**config.mk**
```make
export PLATFORM = sky130hd
export DESIGN_NAME = row_shadow_tracker
export DESIGN_NICKNAME = d
export VERILOG_FILES = /design/src/rtl/row_shadow_pkg.sv /design/src/rtl/rst_addr_decode.sv /design/src/rtl/rst_bank_slot.sv /design/src/rtl/rst_rsp_check.sv /design/src/rtl/row_shadow_tracker.sv
export SDC_FILE = /design/constraint.sdc
export NUM_CORES = 1
export LEC_CHECK = 0
export CAP_MARGIN = 20
export CORE_ASPECT_RATIO = 0.6
export CORE_UTILIZATION = 45
export CTS_CLUSTER_DIAMETER = 40
export DETAILED_ROUTE_END_ITERATION = 8
export DONT_BUFFER_PORTS = 1
export GPL_ROUTABILITY_DRIVEN = 0
export PLACE_DENSITY = 0.57
export SYNTH_ARGS = -nofsm -noshare
export SYNTH_HDL_FRONTEND = slang
export SYNTH_SLANG_ARGS = --single-unit
```
**constraint.sdc**
```tcl
create_clock -name clk -period 2.6 [get_ports clk]
set_input_delay 0.78 -clock clk [delete_from_list [all_inputs] [get_ports clk]]
set_output_delay 0.78 -clock clk [all_outputs]
set_load 0.02 [all_outputs]
```
**src/rtl/row_shadow_pkg.sv**
```systemverilog
`timescale 1ns/1ps
package row_shadow_pkg;

   typedef struct packed {
      logic valid;
      logic dirty;
   } slot_flags_t;

   typedef struct packed {
      logic hit;
      logic tracked;
   } pred_t;

endpackage

```
**src/rtl/rst_addr_decode.sv**
```systemverilog
`timescale 1ns/1ps
module rst_addr_decode #(
   parameter int ADDR_W   = 26,
   parameter int ROW_LSB  = 11,
   parameter int BANK_LSB = 20,
   parameter int BANK_W   = 3
) (
   input  logic [ADDR_W-1:0]           addr,
   output logic                        tracked,
   output logic [BANK_W-1:0]           bank,
   output logic [BANK_LSB-ROW_LSB-1:0] row
);
   localparam int TOP_LSB = BANK_LSB + BANK_W;

   assign bank    = addr[BANK_LSB +: BANK_W];
   assign row     = addr[ROW_LSB +: (BANK_LSB - ROW_LSB)];
   assign tracked = (addr[ADDR_W-1:TOP_LSB] == '0);
endmodule

```
**src/rtl/rst_bank_slot.sv**
```systemverilog
`timescale 1ns/1ps
module rst_bank_slot
   import row_shadow_pkg::*;
#(
   parameter int ROW_W = 9
) (
   input  logic             clk,
   input  logic             rst_n,
   input  logic             sel,
   input  logic             wr,
   input  logic [ROW_W-1:0] row_in,
   input  logic             refresh,
   input  logic             wipe,
   output logic             hit,
   output slot_flags_t      flags
);
   logic [ROW_W-1:0] open_row;

   assign hit = flags.valid && (open_row == row_in);

   always_ff @(posedge clk) begin
      if (!rst_n) begin
         flags    <= '0;
         open_row <= '0;
      end else if (wipe) begin
         flags.valid <= 1'b0;
         flags.dirty <= 1'b1;
      end else begin
         if (sel) begin
            open_row    <= row_in;
            flags.dirty <= wr | (hit & flags.dirty);
         end
         if (refresh)
            flags.valid <= 1'b0;
         else if (sel)
            flags.valid <= 1'b1;
      end
   end
endmodule

```
**src/rtl/rst_rsp_check.sv**
```systemverilog
`timescale 1ns/1ps
module rst_rsp_check (
   input  logic clk,
   input  logic rst_n,
   input  logic load,
   input  logic exp_hit_in,
   input  logic rsp_valid,
   input  logic rsp_ack,
   input  logic rsp_nack,
   output logic err_unexp_nack,
   output logic err_missing_ack
);
   logic exp_hit_q;

   always_ff @(posedge clk) begin
      if (!rst_n)
         exp_hit_q <= 1'b0;
      else if (load)
         exp_hit_q <= exp_hit_in;
   end

   assign err_unexp_nack  = rsp_valid & rsp_nack & exp_hit_q;
   assign err_missing_ack = rsp_valid & ~rsp_ack & ~rsp_nack;
endmodule

```
**src/rtl/row_shadow_tracker.sv**
```systemverilog
`timescale 1ns/1ps
module row_shadow_tracker
   import row_shadow_pkg::*;
#(
   parameter int ADDR_W    = 26,
   parameter int NUM_BANKS = 8,
   parameter int BANK_LSB  = 20,
   parameter int ROW_LSB   = 11,
   parameter int DLY_W     = 8,
   parameter bit PRED_REG  = 1'b1
) (
   input  logic                   clk,
   input  logic                   rst_n,
   input  logic                   acc_valid,
   input  logic                   acc_write,
   input  logic [ADDR_W-1:0]      acc_addr,
   input  logic [DLY_W-1:0]       clean_dly,
   input  logic [DLY_W-1:0]       dirty_dly,
   input  logic                   refresh_done,
   input  logic                   stat_wr,
   input  logic                   rsp_valid,
   input  logic                   rsp_ack,
   input  logic                   rsp_nack,
   output logic                   pred_valid,
   output logic                   pred_hit,
   output logic                   pred_tracked,
   output logic [DLY_W-1:0]       resend_dly,
   output logic [2*NUM_BANKS-1:0] bank_status,
   output logic                   err_unexp_nack,
   output logic                   err_missing_ack
);
   localparam int BANK_W = $clog2(NUM_BANKS);
   localparam int ROW_W  = BANK_LSB - ROW_LSB;

   if ((1 << BANK_W) != NUM_BANKS) begin : g_bad_banks
      $error("NUM_BANKS must be a power of two");
   end
   if (ROW_W < 1) begin : g_bad_row
      $error("ROW_LSB must lie below BANK_LSB");
   end
   if (BANK_LSB + BANK_W >= ADDR_W) begin : g_bad_addr
      $error("address too narrow for the tracked region");
   end

   logic              trk;
   logic [BANK_W-1:0] bnk;
   logic [ROW_W-1:0]  rw;

   rst_addr_decode #(
      .ADDR_W(ADDR_W), .ROW_LSB(ROW_LSB), .BANK_LSB(BANK_LSB), .BANK_W(BANK_W)
   ) i_decode (
      .addr(acc_addr), .tracked(trk), .bank(bnk), .row(rw)
   );

   logic [NUM_BANKS-1:0] hit_vec, valid_vec, dirty_vec;

   for (genvar i = 0; i < NUM_BANKS; i++) begin : g_slot
      slot_flags_t fl;
      rst_bank_slot #(.ROW_W(ROW_W)) i_slot (
         .clk(clk), .rst_n(rst_n),
         .sel(acc_valid && trk && (bnk == BANK_W'(i))),
         .wr(acc_write), .row_in(rw),
         .refresh(refresh_done), .wipe(stat_wr),
         .hit(hit_vec[i]), .flags(fl)
      );
      assign valid_vec[i] = fl.valid;
      assign dirty_vec[i] = fl.dirty;
   end

   assign bank_status = {dirty_vec, valid_vec};

   pred_t            pc;
   logic [DLY_W-1:0] dly_c;

   assign pc.tracked = trk;
   assign pc.hit     = trk ? hit_vec[bnk] : 1'b1;
   assign dly_c      = pc.hit ? '0 : (dirty_vec[bnk] ? dirty_dly : clean_dly);

   if (PRED_REG) begin : g_pred_reg
      always_ff @(posedge clk) begin
         if (!rst_n) begin
            pred_valid   <= 1'b0;
            pred_hit     <= 1'b0;
            pred_tracked <= 1'b0;
            resend_dly   <= '0;
         end else begin
            pred_valid <= acc_valid;
            if (acc_valid) begin
               pred_hit     <= pc.hit;
               pred_tracked <= pc.tracked;
               resend_dly   <= dly_c;
            end
         end
      end
   end else begin : g_pred_comb
      assign pred_valid   = acc_valid;
      assign pred_hit     = pc.hit;
      assign pred_tracked = pc.tracked;
      assign resend_dly   = dly_c;
   end

   rst_rsp_check i_rsp (
      .clk(clk), .rst_n(rst_n), .load(acc_valid), .exp_hit_in(pc.hit),
      .rsp_valid(rsp_valid), .rsp_ack(rsp_ack), .rsp_nack(rsp_nack),
      .err_unexp_nack(err_unexp_nack), .err_missing_ack(err_missing_ack)
   );
endmodule

```
# == Word-level counts from Yosys, hierarchy flattened ==
# Cells that the tools add are included.
# word_totals
ff_bits,99
out_inout_bits,29
wordCells,127
# classes
magnitude_cmp,1
eq_ne,15
muxes,23
bitwise_logic,24
n_reduce_logical,36
# ops
cell,count
$eq A9 B9 Y1,8
$mux W1,19
$logic_and A1 B1 Y1,17
$mux W8,2
$reduce_and A2 Y1,8
$reduce_bool A2 Y1,8
$and A1 B1 Y1,12
$eq A3 B3 Y1 const B,4
$or A1 B1 Y1,8
$bmux W1 S3,2
$eq A3 B2 Y1 const B,2
$logic_not A3 Y1,2
$lt A3 B4 Y1 const B,1
$not A1 Y1,4
$eq A3 B1 Y1 const B,1
$reduce_or A3 Y1,1

# == Depth between registers and ports, before layout ==
# logic_depth
ltp_word,6
mapped_depth,8
depth_no_buf,6

# == By module ==
# Synthesis repeated with hierarchy kept, for this count alone.
# unflattened
hier_cells,599
hier_area_um2,5039.8
# modules_own_cells
mod,n_inst,cells_per_inst,area_each_um2,seq_area_each_um2
rst_bank_slot,8,64,525.5,220.2
row_shadow_tracker,1,69,685.7,220.2
rst_addr_decode,1,13,100.1,0.0
rst_rsp_check,1,5,50.0,20.0

# == Least setup slack after synthesis ==
# No wires, ideal clock.
# synth_path
path_kind,input -> register
start,in acc_addr[21]
end,reg resend_dly[7]
arrival_time_ns,2.188
required_ns,2.504
setup_slack_ns,0.316
stages,5
path_cell_list,clkbuf_1 -> mux4_2 -> mux2i_4 -> mux2i_1 -> o41ai_2
# synth_via
elab_chain_len,4
elab_cells_between_ends,7
# synth_rtl
item,line_no,rtl
from (decl),row_shadow_tracker.sv:16,"input logic [ADDR_W-1:0] acc_addr,"
$bmux W1 S3 (on tied branches),"row_shadow_tracker.sv:77, row_shadow_tracker.sv:76",
$mux W1 (on tied branches),"row_shadow_tracker.sv:77, row_shadow_tracker.sv:76",
$mux W8 / $mux W1 (equally long branches),"row_shadow_tracker.sv:77, row_shadow_tracker.sv:76",
$mux W8 *,row_shadow_tracker.sv:77,assign dly_c = pc.hit ? '0 : (dirty_vec[bnk] ? dirty_dly : clean_dly);
to (signal assigned),row_shadow_tracker.sv:91,resend_dly <= dly_c;
to (decl),row_shadow_tracker.sv:27,"output logic [DLY_W-1:0] resend_dly,"
# Every way passes the cells marked *; elsewhere a longest branch is shown, timed or not. The select of a mux whose other input is x is not followed.
# A chain may end at the register's enable or synchronous reset.

# == Worst setup path after layout ==
# layout_path
start,in acc_addr[25]
end,reg g_slot[4].i_slot.open_row[7]
# layout_via
elab_chain_len,4
# layout_rtl
item,line_no,rtl
$logic_not A3 Y1,rst_addr_decode.sv:17,assign tracked = (addr[ADDR_W-1:TOP_LSB] == '0);
$logic_and A1 B1 Y1 (2 in a row),row_shadow_tracker.sv:61,".sel(acc_valid && trk && (bnk == BANK_W'(i))),"
$reduce_and A2 Y1 (no line),--,
to (signal assigned),rst_bank_slot.sv:30,open_row <= row_in;
to (decl),rst_bank_slot.sv:17,logic [ROW_W-1:0] open_row;
# Every way passes these cells.

==> results_dict.tcl <==
set metrics [dict create \
    synthAdderAreaFrac_pct 0 \
    yosysMostFrequentCell "dfxtp_1" \
    worstMarginPinSlew_ns 0.645 \
    synth_compound_area_share_pct 6.38 \
    critPathTopFamily "simple AND/OR/NAND/NOR gates" \
    maxSlewViolCount 0 \
    fillCellCount 1000 \
    postCtsHoldBufs 0 \
    synth_warnings 0 \
    die_w_um 138 \
    hold_violations 0 \
    yosys.area_share.xor_xnor_pct 12.7 \
    rsz0062_at_grt "no" \
    antenna_cells 0 \
    ys_seq_elements 99 \
    via_per_inst 5.37 \
    fmax_mhz 474 \
    synth.yosys.seq_area_share_pct 39.8 \
    drt-total-wl_um 11600 \
    met3_usage_pct 5.04 \
    synth.mux.area_fraction_pct 17.8 \
    synth.distinct_cells 38 \
    io_buffers 0 \
    worstHoldPathType "flop to flop" \
    post_cts_buffers 0 \
    netlist_area_mm2 0.00498 \
    cp.depth 5 \
    p_sw_share_pct 22.2 \
    synthSimpleGateAreaFrac_pct 19.8 \
    die-area_mm2 0.0115 \
    drc 0 \
    grt_start_max_net_pins 87 \
    clkTransAtPathRegs_ns 0.07 \
    syn_inst 510 \
    cts_buffers 9 \
    grt_pass1_vias 3231 \
    pwr-share-comb_pct 5.8 \
    synth_fp_nets 561 \
    worstPathRequired_ns 2.83 \
    vias 3424 \
    r2r_cells 6 \
    worstSkewPairLatency_ns 0.34 \
    max-slew-margin-rel_pct 56.9 \
    p_per_area_mw_per_mm2 569 \
    p_leak_nw 1.79 \
    power.switching_mw 0.680 \
    ctsResizeCount 0 \
    min_path_cells 2 \
    syn_area_per_cell_um2 9.77 \
    synth_edf_count 0 \
    cts_root_buffer "clkbuf_16" \
    avgRoutedWirePerCell_um 18.2 \
    dp.cells 622 \
    period_minus_slack_ns 2.11 \
    critPathMaxStageDelay_ns 0.62 \
    synth_top_cells_by_count "dfxtp_1 (99), mux2i_1 (82), nor2b_1 (78)" \
    drive_above_1_share_pct 7.21 \
    synthTopCellsByArea "dfxtp_1 (40%), mux2i_1 (16%), xnor2_1 (13%)" \
    synth_top_family_by_area "simple AND/OR/NAND/NOR gates" \
    track_usage_pct 20.9 \
    stdcell_count 638 \
    worstPathArrival_ns 2.34 \
    use_met2_pct 31.0 \
    met1_usage_pct 30.0 \
    synth_top_cell_area_share_pct 39.8 \
    start_util_pct 46.7 \
    pin_count 80 \
    synth_top_cell_by_area "dfxtp_1" \
    dr.pass1.iters 4 \
    p_seq_share_pct 51.1 \
    skew_ns 0.00821 \
    area_delta_synth_final_pct 7.89 \
    fp-row-count 29 \
    fin_nets 545 \
    core_mm2 0.0107 \
    p_clk_share_pct 43.1 \
    crit_chain "nor4b_4, nand2_1, or3_1, mux2i_1, nor2b_1" \
    place_hpwl_um 8080 \
    antenna_found_initial 0 \
    fin_tns_setup_ns 0 \
    die_height_um 83.5 \
    grt_pass1_wl_um 18000 \
    synth_ff_type "dfxtp_1" \
    crit_type "input port to flop" \
    setup_viol 0 \
    drt_iter0_drc 191 \
    grt_busiest_layer "met2" \
    tritoncts "built" \
    crit_buf_inv 0 \
    peakVddDrop_mv 0.303 \
    worstSetupEndpointType "flop" \
    p_int_mw 2.38 \
    cts_sinks 99 \
    grt-ovfl-total 0 \
    slowest_stage "or3_1" \
    drv_cap 0 \
    start_kind "input port" \
    cts_buffer_depth 2 \
    ant_nets 0 \
    worst-path-max-fanout 9 \
    async_flop_share_pct 0 \
    finalCritPeriodShare_pct 81.1 \
    status "completed" \
    htree_levels 3 \
]
[path summary, 6_finish.rpt]
kind	end	from	slack [ns]
setup / recovery	g_slot[4].i_slot.open_row[7]$_SDFFE_PN0P_	acc_addr[25]	0.49
hold / removal	g_slot[2].i_slot.open_row[7]$_SDFFE_PN0P_	g_slot[2].i_slot.open_row[7]$_SDFFE_PN0P_	0.54
setup reg to reg	pred_hit$_SDFFE_PN0P_	g_slot[3].i_slot.open_row[8]$_SDFFE_PN0P_	0.62
hold reg to reg	g_slot[2].i_slot.open_row[7]$_SDFFE_PN0P_	g_slot[2].i_slot.open_row[7]$_SDFFE_PN0P_	0.54
[worst register-to-register path: cells and delay by family, from the launching register on]
family | cells | cell delay [ns]
and+or+nand+nor | 3 | 1.04
AOI/OAI and AO/OA | 2 | 0.41
DFF | 1 | 0.32
xor gates and xnor gates | 1 | 0.15
[sequential cells by signal, summed over array words and instances, names as in the netlist]
register,cells
pred_valid,1
g_slot.i_slot.flags,16
pred_tracked,1
pred_hit,1
resend_dly,8
g_slot.i_slot.open_row,72
[routing by layer]
layer | part of all wire [%] | vias up | wire, um
li1 | - | 1714 | -
met1 | 50 | 1638 | 5820
met2 | 43 | 61 | 5010
met3 | 5.9 | 11 | 684
met4 | 0.92 | 0 | 107
met5 | 0 | - | 0
[cells in the final DEF (no fill, tap or decap), drive strengths merged, types with 2 or more instances in the layout]
| master | instances |
|---|---|
| o21ai | 5 |
| mux4 | 2 |
| nand2b | 3 |
| dfxtp | 99 |
| a221oi | 2 |
| nand2 | 31 |
| nor4 | 8 |
| nor3 | 9 |
| or3 | 3 |
| xnor2 | 72 |
| nand4 | 16 |
| nor3b | 2 |
| nor2b | 78 |
| o41ai | 8 |
| o31ai | 3 |
| mux2i | 83 |
| a21boi | 6 |
| nand3 | 4 |
| a21oi | 6 |
| clkinvlp | 2 |
| nor2 | 14 |
| buf | 11 |
| clkinv | 5 |
| o21a | 9 |
| clkbuf | 9 |
[layout make-up]
| type | instances | area [um2] | area share (%) |
|---|---|---|---|
| sequential | 99 | 1980 | 36.9 |
| tap | 139 | 174 | 3.24 |
| timing repair buffer | 11 | 95.1 | 1.77 |
| inverter | 2 | 7.51 | 0.140 |
| multi-input combinational | 371 | 2820 | 52.5 |
| clock inverter | 7 | 68.8 | 1.28 |
| clock buffer | 9 | 225 | 4.19 |
[stage by stage]
step | power, mW | area [um2] | setup slack [ns] | utilization [%] | hold WS, ns
final | 3.06 | 5380 | 0.490 | 50.4 | 0.535
after global placement | 1.77 | 5080 | 0.194 | 47.6 | 0.517
after CTS | 3.09 | 5380 | 0.492 | 50.4 | 0.537
after detailed placement | 1.78 | 5080 | 0.145 | 47.6 | 0.524
after global routing | 3.16 | 5380 | 0.331 | 50.4 | 0.549
after floorplan | 1.81 | 4980 | 0.316 | - | 0.504
[kinds of logic after synthesis]
family / Yosys count
and+or+nand+nor: 171
DFF: 99
muxes: 85
xor gates and xnor gates: 72
AOI/OAI and AO/OA: 43
buffers and inverters: 40
[power by group through the flow]
stage                     Sequential, mW  Combinational [mW]  Clock (mW)
final                               1.56               0.177        1.32
after global routing                1.56               0.193        1.40
after CTS                           1.56               0.178        1.35
after detailed placement            1.60               0.177           0
after global placement              1.60               0.174           0
after floorplan                     1.59               0.214           0
Power figures use the tool's default switching activity.
